$ cat config.mk
export PLATFORM = sky130hd
export DESIGN_NAME = bank_row_ctrl
export DESIGN_NICKNAME = d
export VERILOG_FILES = /design/src/rtl/bank_ctrl_pkg.sv /design/src/rtl/spacing_timer.sv /design/src/rtl/open_row_tracker.sv /design/src/rtl/bank_row_ctrl.sv
export SDC_FILE = /design/constraint.sdc
export NUM_CORES = 1
export LEC_CHECK = 0
export BUFFER_PORTS_ARGS = -buffer_cell sky130_fd_sc_hd__clkbuf_2
export CAP_MARGIN = 20
export CORE_AREA = 8 8 78 132
export DETAILED_ROUTE_END_ITERATION = 16
export DIE_AREA = 0 0 86 140
export GPL_TIMING_DRIVEN = 0
export PLACE_DENSITY_LB_ADDON = 0.3
export SYNTH_ARGS = -nofsm -noshare
export SYNTH_HDL_FRONTEND = slang
export SYNTH_SLANG_ARGS = --single-unit
$ cat constraint.sdc
create_clock -name clk -period 2.4 [get_ports clk]
set_input_delay 0.48 -clock clk [delete_from_list [all_inputs] [get_ports clk]]
set_output_delay 0.48 -clock clk [all_outputs]
set_load 0.02 [all_outputs]
$ cat src/rtl/bank_ctrl_pkg.sv
package bank_ctrl_pkg;
  typedef enum logic [2:0] {
    CMD_NOP = 3'd0,
    CMD_ACT = 3'd1,
    CMD_RD  = 3'd2,
    CMD_WR  = 3'd3,
    CMD_PRE = 3'd4
  } bank_cmd_e;

  typedef enum logic [1:0] {
    CLS_EMPTY    = 2'd0,
    CLS_HIT      = 2'd1,
    CLS_CONFLICT = 2'd2
  } row_cls_e;

  typedef enum logic [2:0] {
    ST_IDLE,
    ST_ACTIVE,
    ST_ACTIVATING,
    ST_PRECHARGING,
    ST_COLUMN
  } bank_state_e;
endpackage

$ cat src/rtl/spacing_timer.sv
module spacing_timer #(
  parameter int unsigned W = 4
) (
  input  logic         clk,
  input  logic         rst_n,
  input  logic         load,
  input  logic [W-1:0] load_val,
  output logic [W-1:0] left
);
  logic [W-1:0] cnt_q;

  always_ff @(posedge clk or negedge rst_n) begin
    if (!rst_n)            cnt_q <= '0;
    else if (load)         cnt_q <= load_val;
    else if (cnt_q != '0)  cnt_q <= cnt_q - W'(1);
  end

  assign left = cnt_q;
endmodule

$ cat src/rtl/open_row_tracker.sv
module open_row_tracker
  import bank_ctrl_pkg::*;
#(
  parameter int unsigned ROW_W = 8
) (
  input  logic             clk,
  input  logic             rst_n,
  input  logic             open_en,
  input  logic [ROW_W-1:0] open_row_in,
  input  logic             close_en,
  input  logic [ROW_W-1:0] probe_row,
  output logic             is_open,
  output logic [ROW_W-1:0] open_row,
  output logic [1:0]       probe_cls
);
  logic             open_q;
  logic [ROW_W-1:0] row_q;

  always_ff @(posedge clk or negedge rst_n) begin
    if (!rst_n) begin
      open_q <= 1'b0;
      row_q  <= '0;
    end else if (open_en) begin
      open_q <= 1'b1;
      row_q  <= open_row_in;
    end else if (close_en) begin
      open_q <= 1'b0;
    end
  end

  always_comb begin
    if (!open_q)                 probe_cls = CLS_EMPTY;
    else if (row_q == probe_row) probe_cls = CLS_HIT;
    else                         probe_cls = CLS_CONFLICT;
  end

  assign is_open  = open_q;
  assign open_row = row_q;


  act_pre_excl_chk: assert property (@(posedge clk) disable iff (!rst_n)
    !(open_en && close_en));
endmodule

$ cat src/rtl/bank_row_ctrl.sv
module bank_row_ctrl
  import bank_ctrl_pkg::*;
#(
  parameter int unsigned ROW_W = 8,
  parameter int unsigned COL_W = 6,
  parameter int unsigned T_RCD = 3,
  parameter int unsigned T_RP  = 3,
  parameter int unsigned T_RC  = 10,
  parameter int unsigned T_WTR = 4
) (
  input  logic             clk,
  input  logic             rst_n,
  input  logic             close_page,
  input  logic             pre_all,
  input  logic             req_valid,
  output logic             req_ready,
  input  logic             req_write,
  input  logic [ROW_W-1:0] req_row,
  input  logic [COL_W-1:0] req_col,
  output logic [1:0]       req_class,
  output logic [2:0]       cmd_op,
  output logic [ROW_W-1:0] cmd_row,
  output logic [COL_W-1:0] cmd_col
);
  localparam int unsigned M1    = (T_RC > T_RCD) ? T_RC : T_RCD;
  localparam int unsigned M2    = (T_RP > T_WTR) ? T_RP : T_WTR;
  localparam int unsigned T_MAX = (M1 > M2) ? M1 : M2;
  localparam int unsigned TW    = $clog2(T_MAX + 1);
  localparam int unsigned NTMR  = 4;
  localparam int unsigned GAP [NTMR] = '{T_RC, T_RCD, T_RP, T_WTR};

  bank_state_e      state_q;
  logic             sent_q, chain_q, pend_write_q;
  logic [ROW_W-1:0] pend_row_q;
  logic [COL_W-1:0] pend_col_q;

  logic             issue_act, issue_pre, issue_col, accept;
  logic             trc_ok, rcd_near, rp_near, wtr_ok;
  logic             row_is_open;
  logic [ROW_W-1:0] open_row;
  logic [1:0]       cls;
  logic [NTMR-1:0]  tmr_load;
  logic [TW-1:0]    tmr_left [NTMR];
  bank_cmd_e        cmd_e;

  // Spacing counters: 0 act-to-act, 1 act-to-column, 2 pre-to-act, 3 write-to-read
  assign tmr_load = {issue_col && pend_write_q, issue_pre, issue_act, issue_act};

  for (genvar g = 0; g < NTMR; g++) begin : g_tmr
    spacing_timer #(.W(TW)) u_tmr (
      .clk      (clk),
      .rst_n    (rst_n),
      .load     (tmr_load[g]),
      .load_val (TW'(GAP[g] - 1)),
      .left     (tmr_left[g])
    );
  end

  assign trc_ok   = (tmr_left[0] == '0);
  assign rcd_near = (tmr_left[1] <= TW'(1));
  assign rp_near  = (tmr_left[2] <= TW'(1));
  assign wtr_ok   = (tmr_left[3] == '0);

  open_row_tracker #(.ROW_W(ROW_W)) u_rows (
    .clk         (clk),
    .rst_n       (rst_n),
    .open_en     (issue_act),
    .open_row_in (pend_row_q),
    .close_en    (issue_pre),
    .probe_row   (req_row),
    .is_open     (row_is_open),
    .open_row    (open_row),
    .probe_cls   (cls)
  );

  assign issue_act = (state_q == ST_ACTIVATING) && !sent_q && trc_ok;
  assign issue_pre = (state_q == ST_PRECHARGING) && !sent_q;
  assign issue_col = (state_q == ST_COLUMN) && (pend_write_q || wtr_ok);
  assign req_ready = !pre_all &&
                     ((state_q == ST_IDLE) || ((state_q == ST_ACTIVE) && !close_page));
  assign accept    = req_valid && req_ready;
  assign req_class = cls;

  always_ff @(posedge clk or negedge rst_n) begin
    if (!rst_n) begin
      state_q      <= ST_IDLE;
      sent_q       <= 1'b0;
      chain_q      <= 1'b0;
      pend_write_q <= 1'b0;
      pend_row_q   <= '0;
      pend_col_q   <= '0;
    end else begin
      if (accept) begin
        pend_write_q <= req_write;
        pend_row_q   <= req_row;
        pend_col_q   <= req_col;
      end
      unique case (state_q)
        ST_IDLE: if (accept) begin
          state_q <= ST_ACTIVATING;
          sent_q  <= 1'b0;
        end
        ST_ACTIVE: begin
          if (pre_all || close_page) begin
            state_q <= ST_PRECHARGING;
            sent_q  <= 1'b0;
            chain_q <= 1'b0;
          end else if (accept) begin
            sent_q  <= 1'b0;
            chain_q <= 1'b1;
            state_q <= (cls == CLS_HIT) ? ST_COLUMN : ST_PRECHARGING;
          end
        end
        ST_ACTIVATING: begin
          if (!sent_q) begin
            if (issue_act) sent_q <= 1'b1;
          end else if (rcd_near) begin
            state_q <= ST_COLUMN;
          end
        end
        ST_COLUMN: if (issue_col) begin
          if (close_page) begin
            state_q <= ST_PRECHARGING;
            sent_q  <= 1'b0;
            chain_q <= 1'b0;
          end else begin
            state_q <= ST_ACTIVE;
          end
        end
        ST_PRECHARGING: begin
          if (!sent_q) begin
            sent_q <= 1'b1;
          end else if (rp_near) begin
            state_q <= chain_q ? ST_ACTIVATING : ST_IDLE;
            sent_q  <= 1'b0;
          end
        end
        default: state_q <= ST_IDLE;
      endcase
    end
  end

  always_comb begin
    cmd_e   = CMD_NOP;
    cmd_row = '0;
    cmd_col = '0;
    if (issue_act) begin
      cmd_e   = CMD_ACT;
      cmd_row = pend_row_q;
    end else if (issue_pre) begin
      cmd_e   = CMD_PRE;
      cmd_row = open_row;
    end else if (issue_col) begin
      cmd_e   = pend_write_q ? CMD_WR : CMD_RD;
      cmd_row = pend_row_q;
      cmd_col = pend_col_q;
    end
  end
  assign cmd_op = cmd_e;

  // Cycle distance since the last command of each kind, for the spacing checks
  localparam int unsigned SW = TW + 1;
  logic [SW-1:0] since_act, since_pre, since_wr;
  always_ff @(posedge clk or negedge rst_n) begin
    if (!rst_n) begin
      since_act <= '1;
      since_pre <= '1;
      since_wr  <= '1;
    end else begin
      since_act <= (cmd_e == CMD_ACT) ? SW'(1) : ((since_act == '1) ? since_act : since_act + SW'(1));
      since_pre <= (cmd_e == CMD_PRE) ? SW'(1) : ((since_pre == '1) ? since_pre : since_pre + SW'(1));
      since_wr  <= (cmd_e == CMD_WR)  ? SW'(1) : ((since_wr  == '1) ? since_wr  : since_wr  + SW'(1));
    end
  end


  act_gap_chk: assert property (@(posedge clk) disable iff (!rst_n)
    (cmd_e == CMD_ACT) |-> (since_act >= SW'(T_RC)));

  rcd_gap_chk: assert property (@(posedge clk) disable iff (!rst_n)
    (cmd_e == CMD_RD || cmd_e == CMD_WR) |-> (since_act >= SW'(T_RCD)));

  rp_gap_chk: assert property (@(posedge clk) disable iff (!rst_n)
    (cmd_e == CMD_ACT) |-> (since_pre >= SW'(T_RP)));

  wtr_gap_chk: assert property (@(posedge clk) disable iff (!rst_n)
    (cmd_e == CMD_RD) |-> (since_wr >= SW'(T_WTR)));

  col_open_row_chk: assert property (@(posedge clk) disable iff (!rst_n)
    (cmd_e == CMD_RD || cmd_e == CMD_WR) |-> (row_is_open && open_row == cmd_row));

  close_pre_chk: assert property (@(posedge clk) disable iff (!rst_n)
    ((cmd_e == CMD_RD || cmd_e == CMD_WR) && close_page) |=> (cmd_op == 3'd4));

  pa_block_chk: assert property (@(posedge clk) disable iff (!rst_n)
    pre_all |-> !req_ready);

  policy_close_chk: assert property (@(posedge clk) disable iff (!rst_n)
    (state_q == ST_ACTIVE && close_page) |=> (cmd_op == 3'd4));
endmodule

Word level (Yosys, flattened, before mapping)
Cells that the tools add are included.
Widths: inputs -> output; s select.
{"block": "totals", "regBits": 45, "out_inout_bits": 20, "wordCells": 109}
{"block": "op_classes", "n_addsub": 4, "order_cmp": 2, "n_eq_ne": 14, "mux": 46, "reduce_logical": 31}
{"operator": "$mux 3", "count": 11}
{"operator": "$mux 4", "count": 8}
{"operator": "$mux 8", "count": 3}
{"operator": "$mux 6", "count": 3}
{"operator": "$reduce_bool 4->1", "count": 4}
{"operator": "$sub 4x1->4 const B", "count": 4}
{"operator": "$pmux 3 s5", "count": 1}
{"operator": "$ne 2x2->1 const B", "count": 7}
{"operator": "$mux 1", "count": 13}
{"operator": "$reduce_bool 2->1", "count": 6}
{"operator": "$mux 2", "count": 5}
{"operator": "$eq 8x8->1", "count": 1}
{"operator": "$le 4x1->1 const B", "count": 2}
{"operator": "$logic_and 1x1->1", "count": 8}
{"operator": "$logic_not 4->1", "count": 2}
{"operator": "$reduce_and 7->1", "count": 1}
{"operator": "$eq 3x2->1 const B", "count": 2}
{"operator": "$pmux 1 s5", "count": 1}
{"operator": "$reduce_bool 5->1", "count": 1}
{"operator": "$reduce_and 4->1", "count": 1}
{"operator": "$eq 3x1->1 const B", "count": 1}
{"operator": "$eq 3x3->1 const B", "count": 1}
{"operator": "$logic_not 1->1", "count": 3}
{"operator": "$logic_not 3->1", "count": 1}
{"operator": "5 further kinds", "count": 7}

Longest topological paths before layout
{"block": "logic_depth", "ltp_word": 8, "depth_mapped": 7}

Modules after synthesis
From an unflattened synthesis, not the netlist that was laid out.
{"block": "hier_totals", "hier_cells": 237, "hier_area_um2": 2705.1}
{"mod": "bank_row_ctrl", "instances": 1, "cells_each": 113, "area_each_um2": 1281.2, "seq_area_each_um2": 500.5}
{"mod": "spacing_timer", "instances": 4, "cells_each": 23, "area_each_um2": 249.0, "seq_area_each_um2": 100.1}
{"mod": "open_row_tracker", "instances": 1, "cells_each": 32, "area_each_um2": 427.9, "seq_area_each_um2": 225.2}

Least setup slack after synthesis
OpenSTA, ideal clock, no wires.
{"block": "synth_path", "kind": "register to output", "start": "reg g_tmr[3].u_tmr.cnt_q[0]", "end": "out cmd_row[0]", "t_arrival_ps": 1594, "required_ps": 1920, "slack_ps": 326, "path_stages_with_launch": 7, "path_cell_list": "dfrtp_1 inv_1 ha_1 nor3b_2 o211ai_1 nand2_1 a22o_1"}
{"block": "synth_via", "elab_chain_len": 6}
{"item": "from (decl)", "line": "spacing_timer.sv:10", "text": "logic [W-1:0] cnt_q;"}
{"item": "from (signal assigned)", "line": "spacing_timer.sv:14", "text": "else if (load) cnt_q <= load_val;"}
{"item": "from (signal assigned)", "line": "spacing_timer.sv:15", "text": "else if (cnt_q != '0) cnt_q <= cnt_q - W'(1);"}
{"item": "$logic_not 4->1", "line": "bank_row_ctrl.sv:62", "text": "assign wtr_ok = (tmr_left[3] == '0);"}
{"item": "$logic_or 1x1->1", "line": "bank_row_ctrl.sv:78", "text": "assign issue_col = (state_q == ST_COLUMN) && (pend_write_q || wtr_ok);"}
{"item": "$logic_and 1x1->1", "line": "bank_row_ctrl.sv:78"}
{"item": "$mux 8", "line": "bank_row_ctrl.sv:153", "text": "end else if (issue_col) begin"}
{"item": "$mux 8", "line": "bank_row_ctrl.sv:150", "text": "end else if (issue_pre) begin"}
{"item": "$mux 8", "line": "bank_row_ctrl.sv:147", "text": "if (issue_act) begin"}
{"item": "to (decl)", "line": "bank_row_ctrl.sv:22", "text": "output logic [ROW_W-1:0] cmd_row,"}
Every way passes these cells.

Worst setup path in the final report
{"block": "layout_path", "start": "reg state_q[0]", "end": "out cmd_col[0]"}
{"block": "layout_via", "elab_chain_len": 5, "elab_cells_between_ends": 10, "classes_between": "eq/ne (3); mux (3); reduce/logical (4)"}
{"item": "from (decl)", "line": "bank_row_ctrl.sv:32", "text": "bank_state_e state_q;"}
{"item": "from (signal assigned)", "line": "bank_row_ctrl.sv:111", "text": "state_q <= (cls == CLS_HIT) ? ST_COLUMN : ST_PRECHARGING;"}
{"item": "from (signal assigned)", "line": "bank_row_ctrl.sv:134", "text": "state_q <= chain_q ? ST_ACTIVATING : ST_IDLE;"}
{"item": "$eq 3x3->1", "line": "bank_row_ctrl.sv:78"}
{"item": "$logic_and 1x1->1", "line": "bank_row_ctrl.sv:78"}
{"item": "$mux 6", "line": "bank_row_ctrl.sv:153"}
{"item": "$mux 6", "line": "bank_row_ctrl.sv:150"}
{"item": "$mux 6 (*)", "line": "bank_row_ctrl.sv:147"}
{"item": "to (decl)", "line": "bank_row_ctrl.sv:23", "text": "output logic [COL_W-1:0] cmd_col"}
Every way passes the cells marked *; elsewhere a longest branch is shown, timed or not.

==> metrics.yaml <==
setup_path:
  endpoint_kind: "output pin"
  crit_arrival_ns: 1.84
  worstPathRequired_ns: 1.92
  r2r_slack_ns: 0.60
  worstSetupPathType: "flip-flop to output pin"
  critPathMaxFanout: 8
  start_kind: "flip-flop"
  cp_slowest_cell: "dfrtp_1"
  cp_cell_sequence: "nor2_2 -> o211ai_1 -> buf_4 -> buf_6 -> inv_6 -> and2_4 -> clkbuf_8"
  slowest_delay_ns: 0.48
timing:
  finalClockSkew_ns: 0.00453
  setup-tns-final_ns: 0
  worstMarginPinSlew_ns: 0.420
  period_minus_slack_ns: 2.32
  hold_viol_final: 0
  finalSetupViolCount: 0
  slew_viol_final: 0
  relSlewSlack: 0.718
  fmax_ghz: 0.430
  whs_ns: 0.0852
  post-route-period-util: 0.969
synth:
  ys_seq_elements: 45
  yosysSeqAreaShare: 0.452
  synth_top_area_frac: 0.452
  synth_mux_area_frac: 0.124
  postSynthAreaPerCell_um2: 11.0
  netlist_area_um2: 2490
  async_flop_share: 1.00
  syn_nets: 253
  synth_top_family_by_area: "simple AND/OR/NAND/NOR gates"
  synth_commonest_cells: "dfrtp_1 (45), nor2_1 (16), mux2_2 (14), nand2_1 (12)"
  ys.flop_type: "dfrtp_1"
  ys_types: 47
  netlist_top_cells_area: "dfrtp_1 (45%), mux2_2 (6.3%), mux2_4 (6.0%), ha_1 (3.5%), a22o_1 (2.8%)"
  yosysMostFrequentCell: "dfrtp_1"
  synth_simple_gate_area_frac: 0.166
  yosys.area_share.adder: 0.0352
  synth-xor-area-share: 0.0422
  yosysTopAreaCell: "dfrtp_1"
  synth_compound_area_frac: 0.144
  syn_inst: 226
  ys_warn_count: 0
  synth_edf_count: 0
place:
  port_buffers: 39
  place.gp.congestion: 0.796
  place_hpwl_um: 4350
  place_area_um2: 2850
clock_network:
  cts.path.max_buffers: 2
  cts-htree-levels: 2
  cts.sinks: 45
  clock-root-buffer: "clkbuf_16"
  clkLatencyLatePin_ns: 0.29
  cts_hold_buf: 0
  clkTransAtPathRegs_ns: 0.06
  cts_buffers: 5
  cts_tree: "yes"
detailed_routing:
  drt-vias-per-instance: 4.73
  met1_length_um: 2200
  routedWlPerCell_um: 14.5
  drc: 0
  ant_nets: 0
  drt-initial-drc-count: 79
  top_layer: "met4"
  wirelength_um: 5810
  num_vias: 1898
  route.met2.wl_um: 3250
  dr_wl_met3_um: 203
  drt_pass1_iterations: 4
finish:
  area_delta_synth_final_pct: 28.9
  utilization: 0.377
  fillers: 845
  insertedDiodeCount: 0
  drive_above_1_share: 0.394
  fin_area_um2: 3210
  nets: 310
floorplanning:
  ios: 40
  start_util: 0.293
  core_um2: 8500
  die_h_um: 140
  std_cell_rows: 45
  die-width_um: 86
  die_area_um2: 12000
grt:
  grt_max_degree: 35
  overflow: 0
  antenna_found_initial: 0
  grt_usage: 0.102
  grt_pass1_vias: 2029
  grt_first_pass_wirelength_um: 9710
power:
  leakage_nw: 1.53
  cellPowerDensity_nw_per_um2: 1280
  total_power_mw: 4.12
  ir_worst_vdd_v: 0.000814
min_path:
  min_path_type: "primary input to async pin"
status:
  run_status: "finished clean"
job:
  cap_violations: 0
-- cell usage in the layout (no fill, tap or decap), types with 4 or more instances in the layout --
cell        n
nor2_1     15
buf_2       4
ha_1        6
o21ai_0     5
buf_4      14
xnor2_1     4
nand2_1    10
buf_6       5
a21oi_1    11
and2_1      4
mux2_2     14
nand2b_1    7
nor3_1      6
clkbuf_2   31
inv_1       8
dfrtp_1    45
or3_1       4
clkbuf_16   5
a22o_1      8
xor2_1      8
mux2_4     10
inv_2       4
-- layout make-up --
type	instances	area, um2	area share
plain buffers	6	47.5	0.0148
clock buffers	6	139	0.0433
clock inverters	2	37.5	0.0117
inverters	13	53.8	0.0168
multi-input cells	162	1340	0.416
flip-flops and latches	45	1130	0.351
well taps	117	146	0.0456
repair buffers	50	323	0.101
-- where the power goes --
part	internal, mW	switching (mW)	leakage (nW)	total (mW)
logic	0.937	0.883	0.895	1.82
registers	1.13	0.348	0.550	1.48
clock network	0.520	0.299	0.0831	0.818
-- worst paths after layout --
path,from,endpoint,depth (start not counted)
setup / recovery,state_q[0],cmd_col[0],7
hold / removal,rst_n,g_tmr[3].u_tmr.left[2],1
setup reg to reg,g_tmr[2].u_tmr.left[0],state_q[1],6
hold reg to reg,pend_col_q[4],pend_col_q[4],1
max in group asynchronous,rst_n,u_rows.open_row[1],2
min in group clk,req_col[4],pend_col_q[4],2
-- cells by family (layout without fill, tap and decap cells) --
| family | after synthesis | after routing |
|---|---|---|
| DFF | 45 | 45 |
| and+or+nand+nor | 71 | 71 |
| adders and majority gates | 7 | 7 |
| xor gates and xnor gates | 12 | 12 |
| buffers and inverters | 19 | 77 |
| AOI/OAI and AO/OA | 48 | 48 |
| muxes | 24 | 24 |
-- worst max-delay path: cells and delay by family (launching register included) --
kind                   cells  cell delay (ns)
buffers and inverters      4             0.49
flip-flops                 1             0.48
AND/OR/NAND/NOR            2             0.43
AO/OA/AOI/OAI              1             0.14
-- stage by stage --
step	worst slack [ns]	instances
after global placement	-0.159	382
after CTS	0.00157	396
after floorplan	0.326	226
after global routing	-0.0134	401
final	0.0751	401
after detailed placement	-0.149	383
-- flip-flops by register name, summed over array words and instances, names as in the netlist --
| name | count |
|---|---|
| pend_write_q | 1 |
| pend_col_q | 6 |
| u_rows.open_row | 8 |
| pend_row_q | 8 |
| state_q | 3 |
| chain_q | 1 |
| u_rows.is_open | 1 |
| sent_q | 1 |
| g_tmr.u_tmr.left | 16 |
-- per-layer routing --
layer | vias up | global-route usage
li1 | 930 | -
met1 | 921 | 0.101
met2 | 39 | 0.187
met3 | 8 | 0.0223
met4 | 0 | 0.0576
met5 | - | 0
-- what timing repair did --
action,4_1_cts,5_1_grt
pin swaps,4,4
setup endpoints to repair,17,17
resized for setup,18,20
buffers inserted,5,5
Note: power is estimated with default switching activity, not from simulation.
